<file path="config.mk">
export PLATFORM = sky130hd
export DESIGN_NAME = staged_watchdog
export DESIGN_NICKNAME = d
export VERILOG_FILES = /design/src/rtl/swd_pkg.sv /design/src/rtl/swd_prescaler.sv /design/src/rtl/swd_stretch.sv /design/src/rtl/staged_watchdog.sv
export SDC_FILE = /design/constraint.sdc
export NUM_CORES = 1
export LEC_CHECK = 0
export BUFFER_PORTS_ARGS = -buffer_cell sky130_fd_sc_hd__buf_4
export CAP_MARGIN = 20
export CORE_ASPECT_RATIO = 2
export CORE_UTILIZATION = 45
export DETAILED_ROUTE_END_ITERATION = 10
export SYNTH_ARGS = -nofsm -noshare
export SYNTH_HDL_FRONTEND = slang
export SYNTH_SLANG_ARGS = --single-unit
</file>
<file path="constraint.sdc">
create_clock -name clk -period 6 [get_ports clk]
set_input_delay 1.2 -clock clk [delete_from_list [all_inputs] [get_ports clk]]
set_output_delay 1.2 -clock clk [all_outputs]
set_load 0.03 [all_outputs]
</file>
<file path="src/rtl/swd_pkg.sv">
package swd_pkg;
    localparam int REG_AW = 4;
    localparam int DATA_W = 32;

    localparam logic [DATA_W-1:0] UNLOCK_KEY = 32'h50D8_3AA1;

    localparam logic [REG_AW-1:0] RA_KEY    = 4'd0;
    localparam logic [REG_AW-1:0] RA_CTRL   = 4'd1;
    localparam logic [REG_AW-1:0] RA_DIV    = 4'd2;
    localparam logic [REG_AW-1:0] RA_PER0   = 4'd3;
    localparam logic [REG_AW-1:0] RA_FEED   = 4'd7;
    localparam logic [REG_AW-1:0] RA_IRQEN  = 4'd8;
    localparam logic [REG_AW-1:0] RA_IRQCLR = 4'd9;

    localparam int CB_EN   = 0;
    localparam int CB_EDGE = 1;
    localparam int CB_LVL  = 2;
    localparam int CB_BOOT = 3;
    localparam int CB_ACT  = 4;

    typedef enum logic [1:0] {
        ACT_NONE = 2'd0,
        ACT_IRQ  = 2'd1,
        ACT_CPU  = 2'd2,
        ACT_SYS  = 2'd3
    } act_e;
endpackage

</file>
<file path="src/rtl/swd_prescaler.sv">
module swd_prescaler #(
    parameter int DIV_W = 16
) (
    input  logic             clk,
    input  logic             rst_n,
    input  logic             run,
    input  logic             restart,
    input  logic [DIV_W-1:0] div,
    output logic             tick
);
    logic [DIV_W-1:0] cnt_d, cnt_q;
    logic [DIV_W-1:0] limit;

    // A divider of zero behaves as one.
    assign limit = (div == '0) ? '0 : div - 1'b1;
    assign tick  = run & ~restart & (cnt_q >= limit);

    always_comb begin
        cnt_d = cnt_q;
        if (!run || restart) begin
            cnt_d = '0;
        end else if (tick) begin
            cnt_d = '0;
        end else begin
            cnt_d = cnt_q + 1'b1;
        end
    end

    always_ff @(posedge clk or negedge rst_n) begin
        if (!rst_n) cnt_q <= '0;
        else        cnt_q <= cnt_d;
    end
endmodule

</file>
<file path="src/rtl/swd_stretch.sv">
module swd_stretch #(
    parameter int LEN_W = 3
) (
    input  logic             clk,
    input  logic             rst_n,
    input  logic             fire,
    input  logic [LEN_W-1:0] len_sel,
    output logic             pulse
);
    localparam int PW = 1 << LEN_W;

    logic [PW-1:0] cnt_d, cnt_q;

    always_comb begin
        cnt_d = cnt_q;
        if (fire) begin
            cnt_d = PW'(1) << len_sel;
        end else if (cnt_q != '0) begin
            cnt_d = cnt_q - 1'b1;
        end
    end

    always_ff @(posedge clk or negedge rst_n) begin
        if (!rst_n) cnt_q <= '0;
        else        cnt_q <= cnt_d;
    end

    assign pulse = (cnt_q != '0);
endmodule

</file>
<file path="src/rtl/staged_watchdog.sv">
module staged_watchdog
    import swd_pkg::*;
#(
    parameter int NUM_STAGES = 4,
    parameter int DIV_W      = 16,
    parameter int CNT_W      = 32,
    parameter int LEN_W      = 3
) (
    input  logic              clk,
    input  logic              rst_n,
    input  logic              wr_en,
    input  logic [REG_AW-1:0] wr_addr,
    input  logic [DATA_W-1:0] wr_data,
    output logic              irq_level,
    output logic              irq_edge,
    output logic              cpu_rst,
    output logic              sys_rst
);
    localparam int STG_W = (NUM_STAGES > 1) ? $clog2(NUM_STAGES) : 1;
    localparam int CB_CPU = CB_ACT + 2 * NUM_STAGES;
    localparam int CB_SYS = CB_CPU + LEN_W;
    localparam logic [STG_W-1:0] LAST_STG = STG_W'(NUM_STAGES - 1);
    localparam int NUM_RST = 2;

    typedef struct packed {
        logic                              unlocked;
        logic                              en;
        logic                              edge_en;
        logic                              lvl_en;
        logic                              boot_en;
        logic [NUM_STAGES-1:0][1:0]        act;
        logic [LEN_W-1:0]                  cpu_len;
        logic [LEN_W-1:0]                  sys_len;
        logic [DIV_W-1:0]                  div;
        logic [NUM_STAGES-1:0][CNT_W-1:0]  per;
        logic [CNT_W-1:0]                  cnt;
        logic [STG_W-1:0]                  stage;
        logic                              done;
        logic                              pend;
        logic                              edge_p;
        logic                              irq_en;
    } state_t;

    state_t st_d, st_q;

    logic wr_ok, feed_wr, clr_wr, tick, expire, irq_set;
    act_e cur_act;
    logic [NUM_RST-1:0]            rst_fire;
    logic [NUM_RST-1:0][LEN_W-1:0] rst_len;
    logic [NUM_RST-1:0]            rst_pulse;

    assign wr_ok   = wr_en & st_q.unlocked;
    assign feed_wr = wr_ok & (wr_addr == RA_FEED);
    assign clr_wr  = wr_en & (wr_addr == RA_IRQCLR) & wr_data[0];

    swd_prescaler #(.DIV_W(DIV_W)) u_pre (
        .clk     (clk),
        .rst_n   (rst_n),
        .run     (st_q.en),
        .restart (feed_wr),
        .div     (st_q.div),
        .tick    (tick)
    );

    always_comb begin
        st_d    = st_q;
        expire  = 1'b0;
        cur_act = act_e'(st_q.act[st_q.stage]);

        // Protection key: always writable.
        if (wr_en && wr_addr == RA_KEY) begin
            st_d.unlocked = (wr_data == UNLOCK_KEY);
        end

        // Guarded registers.
        if (wr_ok) begin
            if (wr_addr == RA_CTRL) begin
                st_d.en      = wr_data[CB_EN];
                st_d.edge_en = wr_data[CB_EDGE];
                st_d.lvl_en  = wr_data[CB_LVL];
                st_d.boot_en = wr_data[CB_BOOT];
                st_d.act     = wr_data[CB_ACT +: 2*NUM_STAGES];
                st_d.cpu_len = wr_data[CB_CPU +: LEN_W];
                st_d.sys_len = wr_data[CB_SYS +: LEN_W];
            end
            if (wr_addr == RA_DIV) begin
                st_d.div = wr_data[DIV_W-1:0];
            end
            for (int i = 0; i < NUM_STAGES; i++) begin
                if (wr_addr == RA_PER0 + REG_AW'(i)) begin
                    st_d.per[i] = wr_data[CNT_W-1:0];
                end
            end
        end

        // Shared interrupt enable: never locked.
        if (wr_en && wr_addr == RA_IRQEN) begin
            st_d.irq_en = wr_data[0];
        end

        // Stage sequencer.
        if (!st_q.en || feed_wr) begin
            st_d.cnt   = '0;
            st_d.stage = '0;
            st_d.done  = 1'b0;
        end else if (tick && !st_q.done) begin
            if (({1'b0, st_q.cnt} + (CNT_W+1)'(1)) >= {1'b0, st_q.per[st_q.stage]}) begin
                expire   = 1'b1;
                st_d.cnt = '0;
                if (st_q.stage == LAST_STG) begin
                    st_d.done = 1'b1;
                end else begin
                    st_d.stage = st_q.stage + 1'b1;
                end
            end else begin
                st_d.cnt = st_q.cnt + 1'b1;
            end
        end

        irq_set     = expire && (cur_act == ACT_IRQ);
        rst_fire[0] = expire && (cur_act == ACT_CPU);
        rst_fire[1] = expire && (cur_act == ACT_SYS);

        // Set wins over clear so an expiry is never lost.
        if (irq_set) begin
            st_d.pend = 1'b1;
        end else if (clr_wr) begin
            st_d.pend = 1'b0;
        end
        st_d.edge_p = irq_set & st_q.edge_en & st_q.irq_en;
    end

    always_ff @(posedge clk or negedge rst_n) begin
        if (!rst_n) st_q <= '0;
        else        st_q <= st_d;
    end

    assign rst_len[0] = st_q.cpu_len;
    assign rst_len[1] = st_q.sys_len;

    for (genvar g = 0; g < NUM_RST; g++) begin : g_stretch
        swd_stretch #(.LEN_W(LEN_W)) u_str (
            .clk     (clk),
            .rst_n   (rst_n),
            .fire    (rst_fire[g]),
            .len_sel (rst_len[g]),
            .pulse   (rst_pulse[g])
        );
    end

    assign cpu_rst   = rst_pulse[0];
    assign sys_rst   = rst_pulse[1];
    assign irq_level = st_q.pend & st_q.irq_en & st_q.lvl_en;
    assign irq_edge  = st_q.edge_p;
endmodule

</file>
==> impl_metrics.json <==
{
  "p_total_mw": 3.08,
  "drv_cap": 0,
  "yosysWarnings": 0,
  "finalCritPeriodShare_pct": 81.0,
  "hold_slack_ns": 0.501,
  "grt_max_degree": 132,
  "n_antenna_cell": 0,
  "fin_crit_ns": 4.86,
  "dieWidth_um": 120,
  "io_pins": 43,
  "rrSetupSlack_ns": 1.14,
  "tns_ns": 0,
  "ir_worst_vdd_v": 0.000227,
  "syn_area_per_cell_um2": 11.9,
  "hp-class": "register to register",
  "cts.clk_slew.worst_paths_ns": 0.06,
  "final_cells": 1442,
  "hpwl_um": 21600,
  "gp_congestion": 0.863,
  "hold_viol": 0,
  "ys_seq_area_share_pct": 46.5,
  "wl_per_cell_um": 20.6,
  "syn_to_final_growth_pct": 11.6,
  "cp_data_required_time_ns": 6.40,
  "dieArea_um2": 28500,
  "drt-pass1-iter-count": 4,
  "cts_hold_buf": 0,
  "viasPerCell": 5.72,
  "leakagePower_nw": 6.49,
  "cts_tree": "built",
  "clkLatencyLatePin_ns": 0.54,
  "drv_slew": 0,
  "htreeDepth": 1,
  "wl_um": 29800,
  "synth-edff-count": 0,
  "cts.sinks": 232,
  "die_h_um": 238,
  "core-area_um2": 27100,
  "syn_inst": 1046,
  "grt_pass1_vias": 9055,
  "port_buffers": 42,
  "power-per-cell-area_nw_per_um2": 221,
  "rsz0062_at_grt": "no",
  "cp-end-kind": "register",
  "post-place-cells": 1403,
  "antenna_found_initial": 0,
  "num-nets-final": 1174,
  "netlist_area_um2": 12500,
  "synth.distinct_cells": 62,
  "ctsResizeCount": 0,
  "relSlewSlack_pct": 29.0,
  "initial_core_util_pct": 46.0,
  "drive_above_1_share_pct": 28.5,
  "track_usage_pct": 22.1,
  "fmax_mhz": 206,
  "finalSetupViolCount": 0,
  "cts_buffer_depth": 3,
  "drtIter0Drc": 342,
  "cts_root_buf": "clkbuf_16",
  "antenna_left": 0,
  "path_max_fanout": 9,
  "cts_buffers": 23,
  "vias": 8247,
  "tightest_slew_ns": 1.06,
  "ys_ff_latch": 232,
  "start_kind": "register",
  "core.rowCount": 85,
  "syn_nets": 1140,
  "ys.flop_type": "dfrtp_1",
  "grt_pass1_wl_um": 48900,
  "worstSetupPathType": "register to register",
  "status": "complete, no violations",
  "cp_data_arrival_time_ns": 5.26,
  "grt_overflow": 0,
  "post_cts_buffers": 0,
  "clock-skew-final_ns": 0.0244,
  "synth_async_sr_flop_share_pct": 100,
  "drc_errors": 0
}
==> per-layer routing <==
| layer | up-vias | routed length [um] | GRT usage (%) |
|---|---|---|---|
| met5 | - | 0 | 0 |
| met4 | 0 | 1330 | 10.3 |
| met3 | 67 | 721 | 2.18 |
| met2 | 134 | 17100 | 43.9 |
| met1 | 4179 | 10600 | 22.5 |
| li1 | 3867 | - | - |
==> final timing paths <==
kind / start / cells after the start / endpoint
worst max-delay path: st_q[173]$_DFFE_PN0P_ / 15 / g_stretch[1].u_str.cnt_q[0]$_DFFE_PN0P_
worst min-delay path: st_q[160]$_DFFE_PN0P_ / 1 / st_q[160]$_DFFE_PN0P_
worst max register to register: st_q[173]$_DFFE_PN0P_ / 15 / g_stretch[1].u_str.cnt_q[0]$_DFFE_PN0P_
worst min register to register: st_q[160]$_DFFE_PN0P_ / 1 / st_q[160]$_DFFE_PN0P_
max in group asynchronous: rst_n / 2 / st_q[151]$_DFFE_PN0P_
min in group asynchronous: rst_n / 1 / st_q[169]$_DFFE_PN0P_
==> worst max-delay path, cell delays in order (launching register included) <==
cell and delay [ns]:
dfrtp_1 0.42, or4_1 0.57, or3_1 0.38, or4_1 0.43
nand4bb_1 0.42, buf_4 0.31, nand2_1 0.06, ha_1 0.23
a21oi_1 0.15, nor3_1 0.06, a2111o_1 0.38, a41oi_1 0.16
buf_4 0.18, or2_2 0.20, a211o_1 0.42, mux2_4 0.34
==> Yosys cell counts (3+ instances only) <==
cell type,number,area (um^2)
and2_1,4,25.0
nor4b_1,5,43.8
nor3b_1,4,30.0
nand3b_1,6,45.0
o21a_1,3,22.5
o31ai_1,4,30.0
clkbuf_1,34,128
or3_1,3,18.8
a211o_1,4,35.0
nand4b_1,3,26.3
ha_1,55,688
a211oi_1,4,30.0
buf_1,11,41.3
nand3_1,30,150
a21oi_1,18,90.1
o211ai_1,10,75.1
mux2i_1,22,220
buf_2,4,20.0
mux2_2,164,1850
or3b_2,3,26.3
nor4_1,7,43.8
dfrtp_1,232,5810
nor2_1,54,203
and4_1,3,26.3
nor3_1,16,80.1
xnor2_1,36,315
a32o_1,18,180
nand4_1,28,175
nand2_1,80,300
xor2_1,29,254
o21ai_0,13,65.1
o41a_1,3,33.8
nand2b_1,5,31.3
inv_1,46,173
and3_1,12,75.1
a21o_1,3,22.5
mux4_2,34,766
==> metrics by stage <==
step | worst slack, ns | util [%] | cell area [um^2]
6_report | 1.14 | 51.4 | 13900
5_1_grt | 0.819 | 51.4 | 13900
4_1_cts | 1.11 | 51.4 | 13900
3_5_place_dp | 1.15 | 48.7 | 13200
3_3_place_gp | 1.18 | 48.7 | 13200
2_1_floorplan | 1.47 | - | 12500
==> layout make-up <==
type / count / area (um^2)
multi-input combinational: 714 / 6300
tap: 348 / 435
clock inverter: 4 / 48.8
fill: 2436 / 13200
clock buffer: 35 / 681
sequential: 232 / 5810
inverter: 46 / 173
timing repair buffer: 63 / 493
==> sequential cells by signal, indices dropped and copies added (netlist names) <==
name and cells:
u_pre.cnt_q 16, g_stretch.u_str.cnt_q 16, irq_edge 1, rst_len 6, st_q 193
==> logic make-up (layout without fill, tap and decap cells) <==
logic type	count (synthesis)	count (layout)	synth area share [%]
xor gates and xnor gates	65	65	4.56
DFF	232	232	46.5
and+or+nand+nor	280	280	11.9
buffers and inverters	100	148	3.24
muxes	221	221	22.8
AOI/OAI and AO/OA	93	93	5.55
adders and majority gates	55	55	5.51
==> layout by cell type (no fill, tap or decap), types with 30 or more instances in the layout <==
cell     synthesis  layout
inv_1           46      46
nor2_1          54      52
xnor2_1         36      36
buf_4            2      61
mux4_2          34      34
mux2_2         164     164
nand3_1         30      30
nand2_1         80      80
ha_1            55      55
dfrtp_1        232     231
==> where the power goes <==
group	leakage (nW)	internal, mW	switching [mW]
clock network	0.360	0.822	0.612
logic	2.94	0.0231	0.0576
registers	3.19	1.57	0.00104
(Power assumes the default switching activity.)
